`src/rtl/uart_tx_pkg.sv`:
```
package uart_tx_pkg;

  typedef enum logic [2:0] {
    PH_IDLE,
    PH_START,
    PH_DATA,
    PH_PARITY,
    PH_STOP
  } txPhase_t;

  // Strobes from control to datapath
  typedef struct packed {
    logic     xfer;   // holding register moves into shift stage
    logic     shift;  // advance to next data bit
    txPhase_t phase;  // current frame section
  } txStrobe_t;

endpackage

```
`src/rtl/uart_tx_ctrl.sv`:
```
module uart_tx_ctrl
  import uart_tx_pkg::*;
#(
  parameter int TICKS_PER_BIT = 16,
  parameter int DATA_MAX      = 8
) (
  input  logic       clk,
  input  logic       rstN,
  input  logic       baudTick,
  input  logic       holdFull,
  input  logic [1:0] wordLen,
  input  logic       stopCtl,
  input  logic       parityEn,
  output txStrobe_t  strobe
);

  localparam int TCNT_W   = $clog2(2 * TICKS_PER_BIT + 1);
  localparam int BCNT_W   = $clog2(DATA_MAX);
  localparam int MIN_LAST = DATA_MAX - 4;
  localparam logic [TCNT_W-1:0] ONE_STOP   = TCNT_W'(TICKS_PER_BIT);
  localparam logic [TCNT_W-1:0] HALF_STOP  = TCNT_W'(TICKS_PER_BIT + TICKS_PER_BIT / 2);
  localparam logic [TCNT_W-1:0] TWO_STOP   = TCNT_W'(2 * TICKS_PER_BIT);

  txPhase_t            phase;
  logic [TCNT_W-1:0]   tickCnt;
  logic [TCNT_W-1:0]   stopTicks;
  logic [TCNT_W-1:0]   phaseLen;
  logic [BCNT_W-1:0]   bitCnt;
  logic [BCNT_W-1:0]   lastIdx;
  logic                parOn;
  logic                xfer;
  logic                phaseDone;

  assign xfer      = (phase == PH_IDLE) && holdFull;
  assign phaseLen  = (phase == PH_STOP) ? stopTicks : ONE_STOP;
  assign phaseDone = baudTick && (phase != PH_IDLE) && (tickCnt == phaseLen - TCNT_W'(1));

  assign strobe.xfer  = xfer;
  assign strobe.shift = phaseDone && (phase == PH_DATA);
  assign strobe.phase = phase;

  always_ff @(posedge clk) begin
    if (!rstN) begin
      phase     <= PH_IDLE;
      tickCnt   <= '0;
      bitCnt    <= '0;
      lastIdx   <= '0;
      stopTicks <= ONE_STOP;
      parOn     <= 1'b0;
    end else if (xfer) begin
      phase     <= PH_START;
      tickCnt   <= '0;
      bitCnt    <= '0;
      lastIdx   <= BCNT_W'(MIN_LAST) + BCNT_W'(wordLen);
      parOn     <= parityEn;
      if (!stopCtl)             stopTicks <= ONE_STOP;
      else if (wordLen == 2'd0) stopTicks <= HALF_STOP;
      else                      stopTicks <= TWO_STOP;
    end else if (baudTick && (phase != PH_IDLE)) begin
      if (phaseDone) begin
        tickCnt <= '0;
        case (phase)
          PH_START:  phase <= PH_DATA;
          PH_DATA: begin
            if (bitCnt == lastIdx) phase <= parOn ? PH_PARITY : PH_STOP;
            else                   bitCnt <= bitCnt + 1'b1;
          end
          PH_PARITY: phase <= PH_STOP;
          default:   phase <= PH_IDLE;
        endcase
      end else begin
        tickCnt <= tickCnt + 1'b1;
      end
    end
  end

endmodule

```
`src/rtl/uart_tx_data.sv`:
```
module uart_tx_data
  import uart_tx_pkg::*;
#(
  parameter int DATA_MAX = 8
) (
  input  logic                clk,
  input  logic                rstN,
  input  logic                loadValid,
  input  logic [DATA_MAX-1:0] loadData,
  input  logic [1:0]          wordLen,
  input  logic                evenSel,
  input  logic                stickPar,
  input  logic                breakEn,
  input  txStrobe_t           strobe,
  output logic                holdFull,
  output logic                txOut
);

  localparam int MIN_LAST = DATA_MAX - 4;

  logic [DATA_MAX-1:0] holdReg;
  logic [DATA_MAX-1:0] shiftReg;
  logic [DATA_MAX-1:0] dataMask;
  logic                parBit;
  logic                parNext;
  logic                onesOdd;
  logic                lineBit;

  always_comb begin
    for (int i = 0; i < DATA_MAX; i++) begin
      dataMask[i] = (i <= MIN_LAST + int'(wordLen));
    end
  end

  assign onesOdd = ^(holdReg & dataMask);
  assign parNext = stickPar ? ~evenSel : (evenSel ? onesOdd : ~onesOdd);

  always_ff @(posedge clk) begin
    if (!rstN) begin
      holdReg  <= '0;
      holdFull <= 1'b0;
      shiftReg <= '0;
      parBit   <= 1'b0;
    end else begin
      if (loadValid) begin
        holdReg  <= loadData;
        holdFull <= 1'b1;
      end else if (strobe.xfer) begin
        holdFull <= 1'b0;
      end
      if (strobe.xfer) begin
        shiftReg <= holdReg;
        parBit   <= parNext;
      end else if (strobe.shift) begin
        shiftReg <= shiftReg >> 1;
      end
    end
  end

  always_comb begin
    case (strobe.phase)
      PH_START:  lineBit = 1'b0;
      PH_DATA:   lineBit = shiftReg[0];
      PH_PARITY: lineBit = parBit;
      default:   lineBit = 1'b1;
    endcase
  end

  assign txOut = lineBit && !breakEn;

endmodule

```
`src/rtl/uart_tx_framer.sv`:
```
module uart_tx_framer
  import uart_tx_pkg::*;
#(
  parameter int TICKS_PER_BIT = 16,
  parameter int DATA_MAX      = 8
) (
  input  logic                clk,
  input  logic                rstN,
  input  logic                baudTick,
  input  logic                loadValid,
  input  logic [DATA_MAX-1:0] loadData,
  input  logic [1:0]          wordLen,
  input  logic                stopCtl,
  input  logic                parityEn,
  input  logic                evenSel,
  input  logic                stickPar,
  input  logic                breakEn,
  output logic                txOut,
  output logic                holdEmpty,
  output logic                txEmpty
);

  txStrobe_t ctlStrobe;
  logic      holdFull;

  uart_tx_ctrl #(
    .TICKS_PER_BIT(TICKS_PER_BIT),
    .DATA_MAX     (DATA_MAX)
  ) i_ctrl (
    .clk     (clk),
    .rstN    (rstN),
    .baudTick(baudTick),
    .holdFull(holdFull),
    .wordLen (wordLen),
    .stopCtl (stopCtl),
    .parityEn(parityEn),
    .strobe  (ctlStrobe)
  );

  uart_tx_data #(
    .DATA_MAX(DATA_MAX)
  ) i_data (
    .clk      (clk),
    .rstN     (rstN),
    .loadValid(loadValid),
    .loadData (loadData),
    .wordLen  (wordLen),
    .evenSel  (evenSel),
    .stickPar (stickPar),
    .breakEn  (breakEn),
    .strobe   (ctlStrobe),
    .holdFull (holdFull),
    .txOut    (txOut)
  );

  assign holdEmpty = !holdFull;
  assign txEmpty   = (ctlStrobe.phase == PH_IDLE) && !holdFull;

endmodule

```
`config.mk`:
```
export PLATFORM = sky130hd
export DESIGN_NAME = uart_tx_framer
export DESIGN_NICKNAME = d
export VERILOG_FILES = /design/src/rtl/uart_tx_pkg.sv /design/src/rtl/uart_tx_ctrl.sv /design/src/rtl/uart_tx_data.sv /design/src/rtl/uart_tx_framer.sv
export SDC_FILE = /design/constraint.sdc
export NUM_CORES = 1
export LEC_CHECK = 0
export ABC_AREA = 1
export BUFFER_PORTS_ARGS = -buffer_cell sky130_fd_sc_hd__buf_4
export CAP_MARGIN = 20
export CORE_AREA = 2 2 72 74
export CTS_CLUSTER_SIZE = 30
export DETAILED_ROUTE_END_ITERATION = 16
export DIE_AREA = 0 0 74 76
export GPL_TIMING_DRIVEN = 0
export SKIP_LAST_GASP = 1
export SLEW_MARGIN = 25
export SYNTH_ARGS = -nofsm -noshare
export SYNTH_HDL_FRONTEND = slang
export SYNTH_SLANG_ARGS = --single-unit
```
`constraint.sdc`:
```
create_clock -name clk -period 1.9 [get_ports clk]
set_input_delay 0.095 -clock clk [delete_from_list [all_inputs] [get_ports clk]]
set_output_delay 0.095 -clock clk [all_outputs]
set_load 0.1 [all_outputs]
```
==> impl_results.md, run 1 <==
* CTS buffer count at 5
* Tot GR Track Use at between 10 and 15%
* Simple-gate share of the synthesized area at 28.1%
* Cells on worst reg2reg path at 11
* Core area at 4910 um^2
* Crit path cell chain: nor2_4 -> nand2_2 -> nor2_4 -> ha_4 -> xnor2_1 -> a21oi_1 -> nand2_1 -> nor2_4 -> buf_2 -> nand4_1 -> a21oi_1
* Post-Syn Instances at 260
* Sequential-to-total area share from yosys stat at 39.7%
* Failing checks: setup timing
* CTS root buf: clkbuf_8
* Final Cycle Share at 101%
* Outcome: finished, violations left
* Die W at 74 um
* Post-synth EDFFs at 0
* Iteration-0 DRC Markers at 46
* DP HPWL at around 2900 um
* Mux contribution to synthesized area at 0%
* Initial antenna violation count at 0
* RSZ-0062 raised after global routing: yes
* CP Launch Type: register
* Largest family of logic cells by synthesized area: simple AND/OR/NAND/NOR gates
* Rows at 26
* Post-synth top flop: dfxtp_1
* Min Tclk post-route at 1.92 ns
* Port bufs at 20
* CP max stage delay at 0.34 ns
* Worst skew pair latency at roughly 0.29 ns
* WHS Path Cells at 3
* Clk sinks at 37
* DRT Wirelength at 4020 um
* Crit path buffers/inverters at 1
* Vias per cell at ~4.7
* Post-synthesis adder-cell area fraction at 2.01%
* Final worst slack at -0.0245 ns
* Leakage at 1.02 nW
* Hold slack at roughly 0.028 ns
* I/O pins at 22
* Placed standard-cell area at 2110 um^2
* Worst-Margin Slew at 0.419 ns
* Post-Route Skew at 0.00269 ns
* Dominant cell type by area after synthesis: dfxtp_1
* Initial Utilization at 38.0%
* Non-Filler Instances at 366
* Final Cell Area at approximately 2300 um^2
* Setup tns final at -0.145 ns
* Design Power at 0.00164 W
* Cell family with most CP delay: simple AND/OR/NAND/NOR gates
* Post-synth ARST share at 0%
* Post-Synth XOR/XNOR Area at roughly 5.2%
* N_diodes at 0
* R2R Setup Slk at -0.02 ns
* Synth top cells by count: 54 x nand2_1, 37 x dfxtp_1, 32 x inv_1
* Fmax at 0.520 GHz
* Distinct cells, synth at 26
* Die H at roughly 76 um
* Relative slew slack at between 70% and 80%
* CP max FO at 5
* Max-cap violations at 0
* HP Class: in2reg
* Compound-gate portion of the synthesized area at around 16%
* WL/cell at 11.0 um
* Setup crit end kind: register
* PwrDens at 704 nW/um^2
* Drt first pass iters at 4
* Clk buf depth at 2
* Largest net degree at the start of global routing at 11
* Final slew viol count at 0
* # fillers at just over 500
* Die ar. at about 5600 um^2
* Arrival time worst endpoint at between 2 and 2.5 ns
* GP Congestion at 0.806
* First-pass GRT wire length at about 6700 um
* Yosys warns at 0
* Vias in the first global route at 1540
* Post-Syn Nets at around 280
* Yosys top cell area share at 39.7%
* Critical Path RT at roughly 2.1 ns
* Worst IR Drop VDD at 0.324 mV
* CTS clk-pin slew, worst paths at approximately 0.070 ns
* Most frequent CP cell: nor2_4
* Critical path type: reg2reg
* Final ANT Viol Nets at 0
* Vias at 1706
* Critical Path Slowest Stage Cell: dfxtp_2
* Final hold violation count at 0
* Syn_area_per_cell at just over 7 um^2
* Nets at about 320
* Count leader, synth: nand2_1
* GR Overflow Total at 0
* Placed Cells at 350
* CTS tree: yes
* Layout area overhead at 24.3%
* Synthesized area at 1870 um^2
* H-tree levels at 2
* Flops & latches, synth at 37
* DRC Markers at 0
* Levels on crit path at 11
* Final Setup Violations at 13
* Ranking of synthesized cells by area: dfxtp_1 40%, nand2_1 11%, a21oi_1 7.8%
* Layout cells sized above 1 at 20.9%
-- final cells by class --
cell class	count	area, um^2	share of cell area [%]
Sequential cell	37	747	32.2
Timing Repair Buffer	28	208	8.94
Tap cell	70	87.6	3.77
Multi-Input combinational cell	182	1030	44.3
Inverter	35	131	5.66
Buffer	7	33.8	1.45
Clock buffer	7	86.3	3.72
-- sequential cells by signal (all words and copies together), names as in the netlist --
signal / count
i_ctrl.lastIdx: 3
i_data.holdFull: 1
i_ctrl.phase: 3
i_ctrl.bitCnt: 3
i_data.holdReg: 8
i_data.parBit: 1
i_data.shiftReg: 8
i_ctrl.tickCnt: 6
i_ctrl.parOn: 1
i_ctrl.stopTicks: 3
-- power by group --
part	total (W)	internal, W	switching [W]
Sequential	0.000824	0.000804	0.0000200
Clock	0.000564	0.000288	0.000276
Combinational	0.000247	0.0000884	0.000159
-- tightest hold or removal path, cell delays in order --
cell	delay (ns)
buf_4	0.08
nor2_1	0.03
nor2_1	0.08
-- routing by layer --
metal	track usage [%]	vias to the layer above	share of wire, %
li1	-	915	-
met1	18.9	762	48
met5	0	-	0
met2	24.3	25	48
met4	3.82	0	0.60
met3	4.37	4	3.6
-- worst paths after layout --
path,start,endpoint
min reg2reg,i_ctrl.stopTicks[5],i_ctrl.stopTicks[5]
min,loadData[7],i_data.holdReg[7]
max reg2reg,i_ctrl.phase[1],i_ctrl.bitCnt[0]
max,i_ctrl.phase[1],i_ctrl.bitCnt[0]
-- cells in the final DEF, fill, tap and decap left out --
cell type,count
ha_1,2
o21a_1,3
a21oi_1,25
a21oi_2,4
dfxtp_1,34
clkbuf_8,6
nor2_1,13
inv_2,2
o21ai_0,24
xor2_1,8
xnor2_1,3
nor3_4,1
dfxtp_4,1
nand3_2,2
nand3_1,18
nor3b_1,2
inv_1,32
buf_2,1
nor2_2,2
nand2_2,2
nand4_1,7
a31o_2,1
nor3_1,1
clkbuf_1,5
buf_4,27
dfxtp_2,2
clkinv_1,1
a31oi_1,1
buf_1,2
nand2_1,53
nor2_4,4
buf_6,1
nand2_4,5
ha_4,1
-- stage by stage --
stage          worst slack (ns)  util (%)
3_5_place_dp             -0.215      42.9
2_1_floorplan          0.000241         -
5_1_grt                  -0.148      47.3
4_1_cts                 -0.0240      46.0
6_report                -0.0245      47.3
3_3_place_gp             -0.183      42.9
-- cells by family after synthesis --
kind of cell / after synthesis
buf+inv: 42
flops: 37
xor+xnor: 11
simple gates: 109
compound gates: 58
fa+ha+maj: 3
-- timing repair --
action	4_1_cts	5_1_grt
resized for setup	9	7
pin swaps	4	2
setup endpoints to repair	19	19
buffers inserted	3	4
cloned	1	1
hold buffers	0	0
(Power assumes the default switching activity.)
==> run 2, diff against run 1 <==
--- a/config.mk
+++ b/config.mk
@@ -9,10 +9,12 @@
 export BUFFER_PORTS_ARGS = -buffer_cell sky130_fd_sc_hd__buf_4
 export CAP_MARGIN = 20
 export CORE_AREA = 2 2 72 74
+export CTS_BUF_LIST = sky130_fd_sc_hd__clkbuf_2
 export CTS_CLUSTER_SIZE = 30
 export DETAILED_ROUTE_END_ITERATION = 16
 export DIE_AREA = 0 0 74 76
 export GPL_TIMING_DRIVEN = 0
+export PLACE_DENSITY = 0.65
 export SKIP_LAST_GASP = 1
 export SLEW_MARGIN = 25
 export SYNTH_ARGS = -nofsm -noshare
==> run 2 against run 1 <==
Net effect:
- the run still ends with setup timing left
- combinational power up 14%
- largest cell class unchanged
- die area unchanged
- critical endpoint is now i_ctrl.phase[0]
- design area up 5.1%
==> impl_results.md, run 2 (synthesis gave the netlist of run 1 again) <==
* Final Cycle Share at 104% (+2.3 points)
* CP Launch Type: register
* Nets at 332 (+4.4%)
* Leakage at 1.05 nW (+3.3%)
* Regs by FF count: i_data.holdReg (8), i_data.shiftReg (8), i_ctrl.tickCnt (6)
* Worst-Margin Slew at 0.449 ns (+0.0298 ns)
* Die W at 74 um (unchanged)
* Final hold violation count at 0 (unchanged)
* Layout cells sized above 1 at 21.2% (+0.28 points)
* Vias at 1807 (+5.9%)
* Most common cell after layout, fill and taps aside: nand2_1
* Cells on worst reg2reg path at 12 (+1)
* Setup tns final at -0.705 ns (-0.561 ns)
* Die ar. at 5620 um^2 (unchanged)
* Clk buf depth at 2 (unchanged)
* Largest net degree at the start of global routing at 13 (+2)
* Relative slew slack at 70.1% (-2.0 points)
* PwrDens at 604 nW/um^2 (-14%)
* CP max FO at 5 (unchanged)
* CTS tree: yes
* N_diodes at 0 (unchanged)
* Core area at 4910 um^2 (unchanged)
* WL/cell at 11.1 um (+1.3%)
* # fillers at 491 (-4.7%)
* CTS clk-pin slew, worst paths at 0.20 ns (+0.13 ns)
* RSZ-0062 raised after global routing: yes
* Min-Delay Endpoint: i_data.holdReg[5]
* Critical Path Slowest Stage Cell: dfxtp_4
* R2R Setup Slk at -0.07 ns (-0.04 ns)
* Max-cap violations at 0 (unchanged)
* Critical Path RT at 2.20 ns (+0.08 ns)
* First-pass GRT wire length at 7070 um (+6.1%)
* Placed Cells at 350 (unchanged)
* H-tree levels at 2 (unchanged)
* Most frequent cells in the layout: 52 x nand2_1, 34 x dfxtp_1, 32 x inv_1, 26 x buf_4
* Die H at 76 um (unchanged)
* Failing checks: setup timing
* Crit Reg-Reg Endpoint: i_ctrl.phase[0]
* R2r startpoint: i_ctrl.phase[0]
* Final slew viol count at 0 (unchanged)
* Rows at 26 (unchanged)
* Port bufs at 20 (unchanged)
* HP Class: in2reg
* WHS Path Cells at 3 (unchanged)
* Tot GR Track Use at 15.8% (+0.95 points)
* I/O pins at 22 (unchanged)
* DP HPWL at 2960 um (+2.4%)
* Vias in the first global route at 1680 (+9.1%)
* Initial antenna violation count at 0 (unchanged)
* CTS buffer count at 5 (unchanged)
* CP max stage delay at 0.40 ns (+0.06 ns)
* Setup crit end kind: register
* Post-Route Skew at 0.00931 ns (+0.00662 ns)
* Fmax at 0.508 GHz (-2.3%)
* Layout area overhead at 30.6%
* Critical path type: reg2reg
* Initial Utilization at 38.0% (unchanged)
* Most frequent CP cell: nor2_4
* GR Overflow Total at 0 (unchanged)
* Min Tclk post-route at 1.97 ns (+0.0446 ns)
* Vias per cell at 4.74 (+1.8%)
* Clk sinks at 37 (unchanged)
* Crit path cell chain: nor2_4 -> nand2_2 -> nor2_4 -> ha_4 -> xnor2_1 -> a21oi_1 -> nand2_1 -> nor2_4 -> buf_4 -> inv_1 -> a21oi_2 -> a21oi_1
* GP Congestion at 0.852 (+5.8%)
* Final worst slack at -0.0691 ns (-0.0446 ns)
* Hold slack at 0.0563 ns (+0.0282 ns)
* Min-delay src: rstN
* Arrival time worst endpoint at 2.27 ns (+0.13 ns)
* Outcome: finished, violations left
* Final Setup Violations at 17 (+4)
* Worst skew pair latency at 0.39 ns (+0.10 ns)
* CTS root buf: clkbuf_2
* Non-Filler Instances at 381 (+4.1%)
* Drt first pass iters at 4 (unchanged)
* DRT Wirelength at 4240 um (+5.5%)
* Iteration-0 DRC Markers at 63 (+37%)
* DRC Markers at 0 (unchanged)
* Final ANT Viol Nets at 0 (unchanged)
* Worst IR Drop VDD at 0.356 mV (+9.7%)
[run 2: critical path, delay by kind of cell, from the launching register on]
kind | cells | cell delay [ns]
and+or+nand+nor | 5 | 0.67
DFF | 1 | 0.40
AOI/OAI and AO/OA | 3 | 0.29
adders and majority gates | 1 | 0.20
buffers and inverters | 2 | 0.20
xor gates and xnor gates | 1 | 0.11
[run 2: final cells by class]
type | instances | area (um^2) | area share, %
timing repair buffer | 42 | 365 | 15.0
tap | 70 | 87.6 | 3.59
inverter | 35 | 131 | 5.38
clock buffer | 5 | 25.0 | 1.03
clock inverter | 3 | 17.5 | 0.718
multi-input combinational | 182 | 1030 | 42.3
sequential | 37 | 747 | 30.6
buffer | 7 | 33.8 | 1.38
[run 2: worst max-delay path by stage]
stage               startpoint  slack (ns)  cells past startpoint               end
6_report       i_ctrl.phase[0]       -0.07                     12   i_ctrl.phase[0]
3_5_place_dp   i_ctrl.phase[0]       -0.23                     11  i_ctrl.bitCnt[2]
2_1_floorplan  i_ctrl.phase[0]      0.0002                     11  i_ctrl.bitCnt[0]
5_1_grt        i_ctrl.phase[0]       -0.26                     11  i_ctrl.bitCnt[1]
4_1_cts        i_ctrl.phase[0]       -0.05                     12  i_ctrl.bitCnt[0]
3_3_place_gp   i_ctrl.phase[0]       -0.18                     11  i_ctrl.bitCnt[0]
[run 2: report_power, final]
group          internal (W)  leakage [nW]  switching, W
logic              0.000114         0.722      0.000168
clock network     0.0000859        0.0287      0.000278
registers          0.000806         0.304     0.0000217
[run 2: what timing repair did]
item	in CTS	in global routing
hold buffers	15	0
gates cloned	1	1
setup endpoints to repair	19	19
endpoints found under the hold margin	15	0
pin swaps	2	5
buffers inserted	3	3
gates resized for setup	9	13
[run 2: stage by stage]
step	util, %	total power, W	instance area (um^2)	setup slack (ns)
final	49.7	0.00147	2440	-0.0691
after global routing	49.7	0.00157	2440	-0.263
after CTS	48.2	0.00148	2370	-0.0451
after detailed placement	42.9	0.00108	2110	-0.230
after global placement	42.9	0.00108	2110	-0.182
after floorplan	-	0.00101	1870	0.000241
[run 2: routing by layer]
| layer | track usage, % | part of all wire, % | vias to the layer above |
|---|---|---|---|
| li1 | - | - | 947 |
| met1 | 19.2 | 45 | 815 |
| met3 | 3.44 | 3.4 | 5 |
| met5 | 0 | 0 | - |
| met4 | 4.73 | 0.80 | 0 |
| met2 | 27.3 | 50 | 40 |
